<file path="src/rtl/wsf_pkg.sv">
package wsf_pkg;
  localparam int HALF_W   = 16;
  localparam int HALVES   = 8;
  localparam int LEN_W    = 5;
  localparam int WIDE_MIN = 16;

  // active depth: wide entries use two halves each
  function automatic int depth_of(input logic wide, input int halves);
    return wide ? halves / 2 : halves;
  endfunction

  // pointer advance with wrap at the active depth
  function automatic int ptr_step(input int p, input int lim);
    return (p >= lim - 1) ? 0 : p + 1;
  endfunction

  function automatic logic is_wide(input int len, input int wide_min);
    return len >= wide_min;
  endfunction
endpackage

</file>
<file path="src/rtl/wsf_ptrs.sv">
module wsf_ptrs
  import wsf_pkg::*;
#(
  parameter int HALVES_P = HALVES,
  localparam int PTR_W   = $clog2(HALVES_P),
  localparam int CNT_W   = PTR_W + 1
) (
  input  logic             clk,
  input  logic             rst_n,
  input  logic             wide,
  input  logic             flush,
  input  logic             push,
  input  logic             pop,
  output logic [PTR_W-1:0] wptr,
  output logic [PTR_W-1:0] rptr,
  output logic [CNT_W-1:0] count,
  output logic             full,
  output logic             empty,
  output logic             push_ok,
  output logic             pop_ok,
  output logic             push_rej,
  output logic             pop_rej
);
  logic [PTR_W-1:0] wptr_q, rptr_q;
  logic [CNT_W-1:0] cnt_q;
  logic [CNT_W-1:0] depth_c;
  int               lim;

  always_comb begin
    lim     = depth_of(wide, HALVES_P);
    depth_c = CNT_W'(lim);
  end

  assign full     = (cnt_q == depth_c);
  assign empty    = (cnt_q == '0);
  assign push_ok  = push && !full  && !flush;
  assign pop_ok   = pop  && !empty && !flush;
  assign push_rej = push &&  full  && !flush;
  assign pop_rej  = pop  &&  empty && !flush;

  always_ff @(posedge clk or negedge rst_n) begin
    if (!rst_n) begin
      wptr_q <= '0;
      rptr_q <= '0;
      cnt_q  <= '0;
    end else if (flush) begin
      wptr_q <= '0;
      rptr_q <= '0;
      cnt_q  <= '0;
    end else begin
      if (push_ok) wptr_q <= PTR_W'(ptr_step(int'(wptr_q), lim));
      if (pop_ok)  rptr_q <= PTR_W'(ptr_step(int'(rptr_q), lim));
      case ({push_ok, pop_ok})
        2'b10:   cnt_q <= cnt_q + 1'b1;
        2'b01:   cnt_q <= cnt_q - 1'b1;
        default: cnt_q <= cnt_q;
      endcase
    end
  end

  assign wptr  = wptr_q;
  assign rptr  = rptr_q;
  assign count = cnt_q;

  // occupancy bounded by the active depth
  a_r4_count_bound: assert property (@(posedge clk) disable iff (!rst_n)
    count <= depth_c);
  // refused push keeps the queue full
  a_r5_full_holds: assert property (@(posedge clk) disable iff (!rst_n)
    (push_rej && !pop) |=> full);
  // refused pop keeps the queue empty
  a_r6_empty_holds: assert property (@(posedge clk) disable iff (!rst_n)
    (pop_rej && !push) |=> empty);
  // a flush always leaves nothing stored
  a_r8_flush_empties: assert property (@(posedge clk) disable iff (!rst_n)
    flush |=> empty);
  // accepted push and pop together keep the count
  a_r11_both_hold: assert property (@(posedge clk) disable iff (!rst_n)
    (push_ok && pop_ok) |=> $stable(count));
endmodule

</file>
<file path="src/rtl/wsf_store.sv">
module wsf_store
  import wsf_pkg::*;
#(
  parameter int HALF_W_P = HALF_W,
  parameter int HALVES_P = HALVES,
  localparam int PTR_W   = $clog2(HALVES_P),
  localparam int FULL_W  = 2 * HALF_W_P
) (
  input  logic              clk,
  input  logic              wide,
  input  logic              we,
  input  logic [PTR_W-1:0]  wptr,
  input  logic [FULL_W-1:0] wdata,
  input  logic [PTR_W-1:0]  rptr,
  output logic [FULL_W-1:0] rdata
);
  logic [HALF_W_P-1:0] mem [HALVES_P];
  logic [PTR_W-1:0]    lo_idx, hi_idx;

  // a wide entry j occupies halves 2j (low) and 2j+1 (high)
  always_ff @(posedge clk) begin
    for (int h = 0; h < HALVES_P; h++) begin
      if (we) begin
        if (wide) begin
          if (PTR_W'(h / 2) == wptr) mem[h] <= wdata[(h % 2) * HALF_W_P +: HALF_W_P];
        end else begin
          if (PTR_W'(h) == wptr) mem[h] <= wdata[HALF_W_P-1:0];
        end
      end
    end
  end

  assign lo_idx = {rptr[PTR_W-2:0], 1'b0};
  assign hi_idx = {rptr[PTR_W-2:0], 1'b1};

  always_comb begin
    if (wide) rdata = {mem[hi_idx], mem[lo_idx]};
    else      rdata = {{HALF_W_P{1'b0}}, mem[rptr]};
  end
endmodule

</file>
<file path="src/rtl/dualwidth_fifo.sv">
module dualwidth_fifo
  import wsf_pkg::*;
#(
  parameter int HALF_W_P   = HALF_W,
  parameter int HALVES_P   = HALVES,
  parameter int LEN_W_P    = LEN_W,
  parameter int WIDE_MIN_P = WIDE_MIN,
  localparam int PTR_W     = $clog2(HALVES_P),
  localparam int CNT_W     = PTR_W + 1,
  localparam int FULL_W    = 2 * HALF_W_P
) (
  input  logic               clk,
  input  logic               rst_n,
  input  logic [LEN_W_P-1:0] word_len,
  input  logic               push,
  input  logic [FULL_W-1:0]  push_data,
  input  logic               pop,
  output logic [FULL_W-1:0]  pop_data,
  output logic               full,
  output logic               empty,
  output logic [CNT_W-1:0]   count,
  output logic               overflow,
  output logic               underflow,
  input  logic               clr_overflow,
  input  logic               clr_underflow
);
  logic [LEN_W_P-1:0] len_q;
  logic               flush, wide_q;
  logic [PTR_W-1:0]   wptr, rptr;
  logic               push_ok, pop_ok, push_rej, pop_rej;
  logic               ovf_q, unf_q;

  always_ff @(posedge clk or negedge rst_n) begin
    if (!rst_n) len_q <= '0;
    else        len_q <= word_len;
  end

  assign flush  = (word_len != len_q);
  assign wide_q = is_wide(int'(len_q), WIDE_MIN_P);

  wsf_ptrs #(.HALVES_P(HALVES_P)) u_ptrs (
    .clk(clk), .rst_n(rst_n), .wide(wide_q), .flush(flush),
    .push(push), .pop(pop), .wptr(wptr), .rptr(rptr), .count(count),
    .full(full), .empty(empty), .push_ok(push_ok), .pop_ok(pop_ok),
    .push_rej(push_rej), .pop_rej(pop_rej)
  );

  wsf_store #(.HALF_W_P(HALF_W_P), .HALVES_P(HALVES_P)) u_store (
    .clk(clk), .wide(wide_q), .we(push_ok), .wptr(wptr),
    .wdata(push_data), .rptr(rptr), .rdata(pop_data)
  );

  always_ff @(posedge clk or negedge rst_n) begin
    if (!rst_n) begin
      ovf_q <= 1'b0;
      unf_q <= 1'b0;
    end else begin
      if (push_rej)          ovf_q <= 1'b1;
      else if (clr_overflow) ovf_q <= 1'b0;
      if (pop_rej)            unf_q <= 1'b1;
      else if (clr_underflow) unf_q <= 1'b0;
    end
  end

  assign overflow  = ovf_q;
  assign underflow = unf_q;

  // set has priority over clear
  a_r7_ovf_set: assert property (@(posedge clk) disable iff (!rst_n)
    push_rej |=> overflow);
  a_r7_unf_set: assert property (@(posedge clk) disable iff (!rst_n)
    pop_rej |=> underflow);
  a_r7_ovf_clear: assert property (@(posedge clk) disable iff (!rst_n)
    (clr_overflow && !push_rej) |=> !overflow);
  // a word-length change never raises a flag by itself
  a_r8_flush_no_flag: assert property (@(posedge clk) disable iff (!rst_n)
    (flush && !overflow && !clr_overflow) |=> !overflow);
endmodule

</file>
<file path="config.mk">
export PLATFORM = sky130hd
export DESIGN_NAME = dualwidth_fifo
export DESIGN_NICKNAME = d
export VERILOG_FILES = /design/src/rtl/wsf_pkg.sv /design/src/rtl/wsf_ptrs.sv /design/src/rtl/wsf_store.sv /design/src/rtl/dualwidth_fifo.sv
export SDC_FILE = /design/constraint.sdc
export NUM_CORES = 1
export LEC_CHECK = 0
export BUFFER_PORTS_ARGS = -buffer_cell sky130_fd_sc_hd__clkbuf_2
export CAP_MARGIN = 20
export CELL_PAD_IN_SITES_DETAIL_PLACEMENT = 1
export CELL_PAD_IN_SITES_GLOBAL_PLACEMENT = 2
export CORE_AREA = 2 2 152 154
export DETAILED_ROUTE_END_ITERATION = 6
export DIE_AREA = 0 0 154 156
export PLACE_DENSITY = 0.73
export SLEW_MARGIN = 20
export SYNTH_ARGS = -nofsm -noshare
export SYNTH_HDL_FRONTEND = slang
export SYNTH_SLANG_ARGS = --single-unit
</file>
<file path="constraint.sdc">
create_clock -name clk -period 7.4 [get_ports clk]
set_input_delay 0.37 -clock clk [delete_from_list [all_inputs] [get_ports clk]]
set_output_delay 0.37 -clock clk [all_outputs]
set_load 0.03 [all_outputs]
</file>
==> summary.txt <==
Route
  – DR vias: 4597
  – First-pass DRT Iterations: 4
  – Via density: 5.35
  – DR WL/cell: 22.1 um
  – Post-route ant nets: 0
  – DRT iter0 DRCs: roughly 250
  – Wirelength, routed: 19000 um
  – DRC violations left: 0

Synthesis
  – Cell Area, Synth: 7720 um2
  – Syn. warnings: 0
  – Number of library cell types mapped by synthesis: 47
  – Post-synth net total: 530
  – Main synth FF type: edfxtp_1
  – EDFF count, synth: around 130
  – Mean Syn Cell Area: approximately 16 um2
  – Ys async rst share: 11.7%
  – Cell count after synthesis: 475
  – Sequential fraction of the synthesis area: around 55%
  – FF+latch count, synth: between 100 and 150

STA
  – Final setup viols: 0
  – Relative slew slack: slightly above 30%
  – RSZ-0062 raised after global routing: false
  – Final Hold Fails: 0
  – Slew Limit Fails: 0
  – Final clock skew: between 0.009 and 0.01 ns
  – Fmax: between 200 and 300 MHz
  – Period utilisation layout: around 50%
  – Final Critical Period: 3.67 ns
  – Setup TNS: 0 ns
  – Slew @ Worst Pin: approximately 1.0 ns

Floorplanning
  – Starting density of the core: 34.5%
  – Num ports: just over 80
  – Core box area: 22400 um2
  – Die ar.: 24000 um2
  – Die height: roughly 160 um
  – Cell row count: 55
  – Die span in x: 154 um

Clock network
  – Cts bufs inserted: 17
  – Clk root buf: clkbuf_16
  – Post_cts resized: 0
  – CTS tree: yes
  – Clock sink total: 145
  – CTS H-tree depth: 4
  – Setup repair bufs after CTS: 0
  – CTS clock-pin slew for the worst setup and hold paths: roughly 0.06 ns
  – Longest Clk Path Bufs: 2
  – Skew-Pair Late Insertion Delay: about 0.43 ns

GRT
  – Vias in the first global route: 5034
  – Wire length of the first global-routing pass: approximately 29000 um
  – Total Routing Usage GR: between 15 and 20%
  – Initial antenna violation count: 1
  – GR Overflow Total: 0
  – Largest net degree at the start of global routing: 68

Critical path
  – CP Max Fanout: 64
  – Reg-to-reg slack, setup: about 3.7 ns
  – CP arrival: between 3 and 4 ns
  – FF-to-FF Start: len_q[4]
  – R2R depth: 6
  – Critical Setup Path Class: reg -> reg
  – CP Capture Type: register
  – CP required: roughly 7.6 ns
  – Worst R2R End: u_store.mem[1][13]
  – CP Launch Type: register

Hold path
  – Hold Path Stages: 1
  – Hold Crit Class: in -> reg
  – Hold Crit Endpoint: len_q[2]
  – Worst Hold Launch: word_len[2]

Pwr
  – Sequential share of power: 48.4%
  – Leakage: between 0.003 and 0.004 uW
  – Combinational fraction of design power: 4.9%
  – Psw: between 400 and 500 uW
  – Peak VDD IR: 0.168 mV
  – Clock share of power: 46.7%
  – Net Sw Frac: 21.5%
  – Internal power: ~1500 uW
  – P per Cell Area: 204 nW/um2

Run
  – Max-Cap Viols: 0

Cells and area
  – Layout cells sized above 1: 47.8%
  – Final Util: 40.8%
  – Fin nets: around 620
  – # fillers: 2255
  – Layout area overhead: 18.3%

Placed design
  – GPL Wtd Cong: 0.769
  – IO Port Bufs: around 80
  – HPWL after DPL: 12500 um

Outcome
  – Status: finished clean
-- routing by layer --
layer	GRT usage, %	vias up	part of all wire (%)
met5	0	-	0
met4	5.83	0	1.6
met3	4.39	25	4.1
met2	29.4	96	53
met1	19.0	2403	41
li1	-	2073	-
-- sequential cells by signal, summed over array words and instances, names as in the netlist --
register and count:
u_ptrs.rptr 3, len_q 5, u_ptrs.count 4, underflow 1, overflow 1, u_store.mem 128, u_ptrs.wptr 3
-- cell families after synthesis --
| group | count (synthesis) | share of synthesized area, % |
|---|---|---|
| compound gates | 42 | 3.13 |
| xor+xnor | 7 | 0.794 |
| mux | 147 | 31.0 |
| flops | 145 | 55.3 |
| fa+ha+maj | 12 | 2.04 |
| buf+inv | 39 | 2.20 |
| simple gates | 83 | 5.59 |
-- worst max-delay path by stage --
stage	start	to
after floorplan	u_ptrs.count[3]	u_store.mem[0][0]
after global placement	len_q[4]	u_store.mem[1][14]
after detailed placement	len_q[4]	u_store.mem[1][13]
after CTS	len_q[4]	u_store.mem[1][15]
after global routing	len_q[4]	u_store.mem[1][15]
final	len_q[4]	u_store.mem[1][13]
-- layout make-up --
cell class              instances  area, um2  area share (%)
inverters                       9       33.8           0.370
diodes                          1       2.50          0.0274
well taps                     285        357            3.90
clock buffers                  18        429            4.70
flip-flops and latches        145       4280            46.9
multi-input cells             291       3320            36.4
clock inverters                13        163            1.78
repair buffers                 97        549            6.01
-- cells in the final DEF (no fill, tap or decap), types with 7 or more instances in the layout --
cell       synthesis  layout
edfxtp_1         128     128
mux2_2            54      54
a21oi_1           14       9
nand2_1           29      29
buf_4              1      12
clkbuf_16          0      17
nor2_1            11       9
mux4_2            64      64
clkbuf_2           0      82
inv_1              8       8
mux2_4            10      10
and2_1            16      16
o21ai_0           17      17
mux2i_1           19      19
ha_1              11      11
dfrtp_1           17      14
xnor2_1            7       7
-- worst max-delay path, stage by stage (launching register included) --
cell,delay [ns]
dfrtp_4,0.72
and3b_1,0.31
o21ai_2,0.20
inv_2,0.08
or4_4,0.64
or4b_2,1.04
mux2_4,0.42
-- what timing repair did --
action / in CTS / in global routing
hold buffers: 1 / 0
setup endpoints to repair: 0 / 0
hold endpoints to repair: 17 / 0
-- metrics by stage --
step / cells / instance area, um2 / hold slack (ns) / power, uW / worst slack, ns
after floorplan: 475 / 7720 / 0.0744 / 967 / 3.92
after global placement: 824 / 8490 / 0.336 / 1000 / 3.39
after detailed placement: 824 / 8490 / 0.345 / 1010 / 3.26
after CTS: 856 / 9090 / 0.0544 / 1880 / 3.27
after global routing: 858 / 9130 / 0.0532 / 1920 / 3.58
final: 859 / 9140 / 0.0773 / 1860 / 3.73
-- cells in the mapped netlist (2+ instances only) --
library cell / instances / area, um2
a21o_1: 2 / 15.0
clkbuf_1: 16 / 60.1
o21ai_0: 17 / 85.1
buf_6: 2 / 22.5
ha_1: 11 / 138
nor2_1: 11 / 41.3
nand2b_1: 3 / 18.8
inv_1: 8 / 30.0
nand2_1: 29 / 109
xnor2_1: 7 / 61.3
mux4_2: 64 / 1440
and2_1: 16 / 100
nor3b_1: 3 / 22.5
dfrtp_1: 17 / 425
mux2_2: 54 / 608
mux2_4: 10 / 150
nor3_1: 3 / 15.0
a21oi_1: 14 / 70.1
mux2i_1: 19 / 190
buf_1: 7 / 26.3
nand3_1: 4 / 20.0
edfxtp_1: 128 / 3840
buf_2: 4 / 20.0
or3_1: 3 / 18.8
-- power by group through the flow --
stage / clock, uW / sequential, uW / combinational, uW
global placement: 0 / 918 / 86.5
floorplan: 0 / 914 / 53.7
CTS: 888 / 902 / 92.3
detailed placement: 0 / 919 / 91.3
global route: 923 / 902 / 99.4
finish: 868 / 901 / 91.2
(Power assumes the default switching activity.)
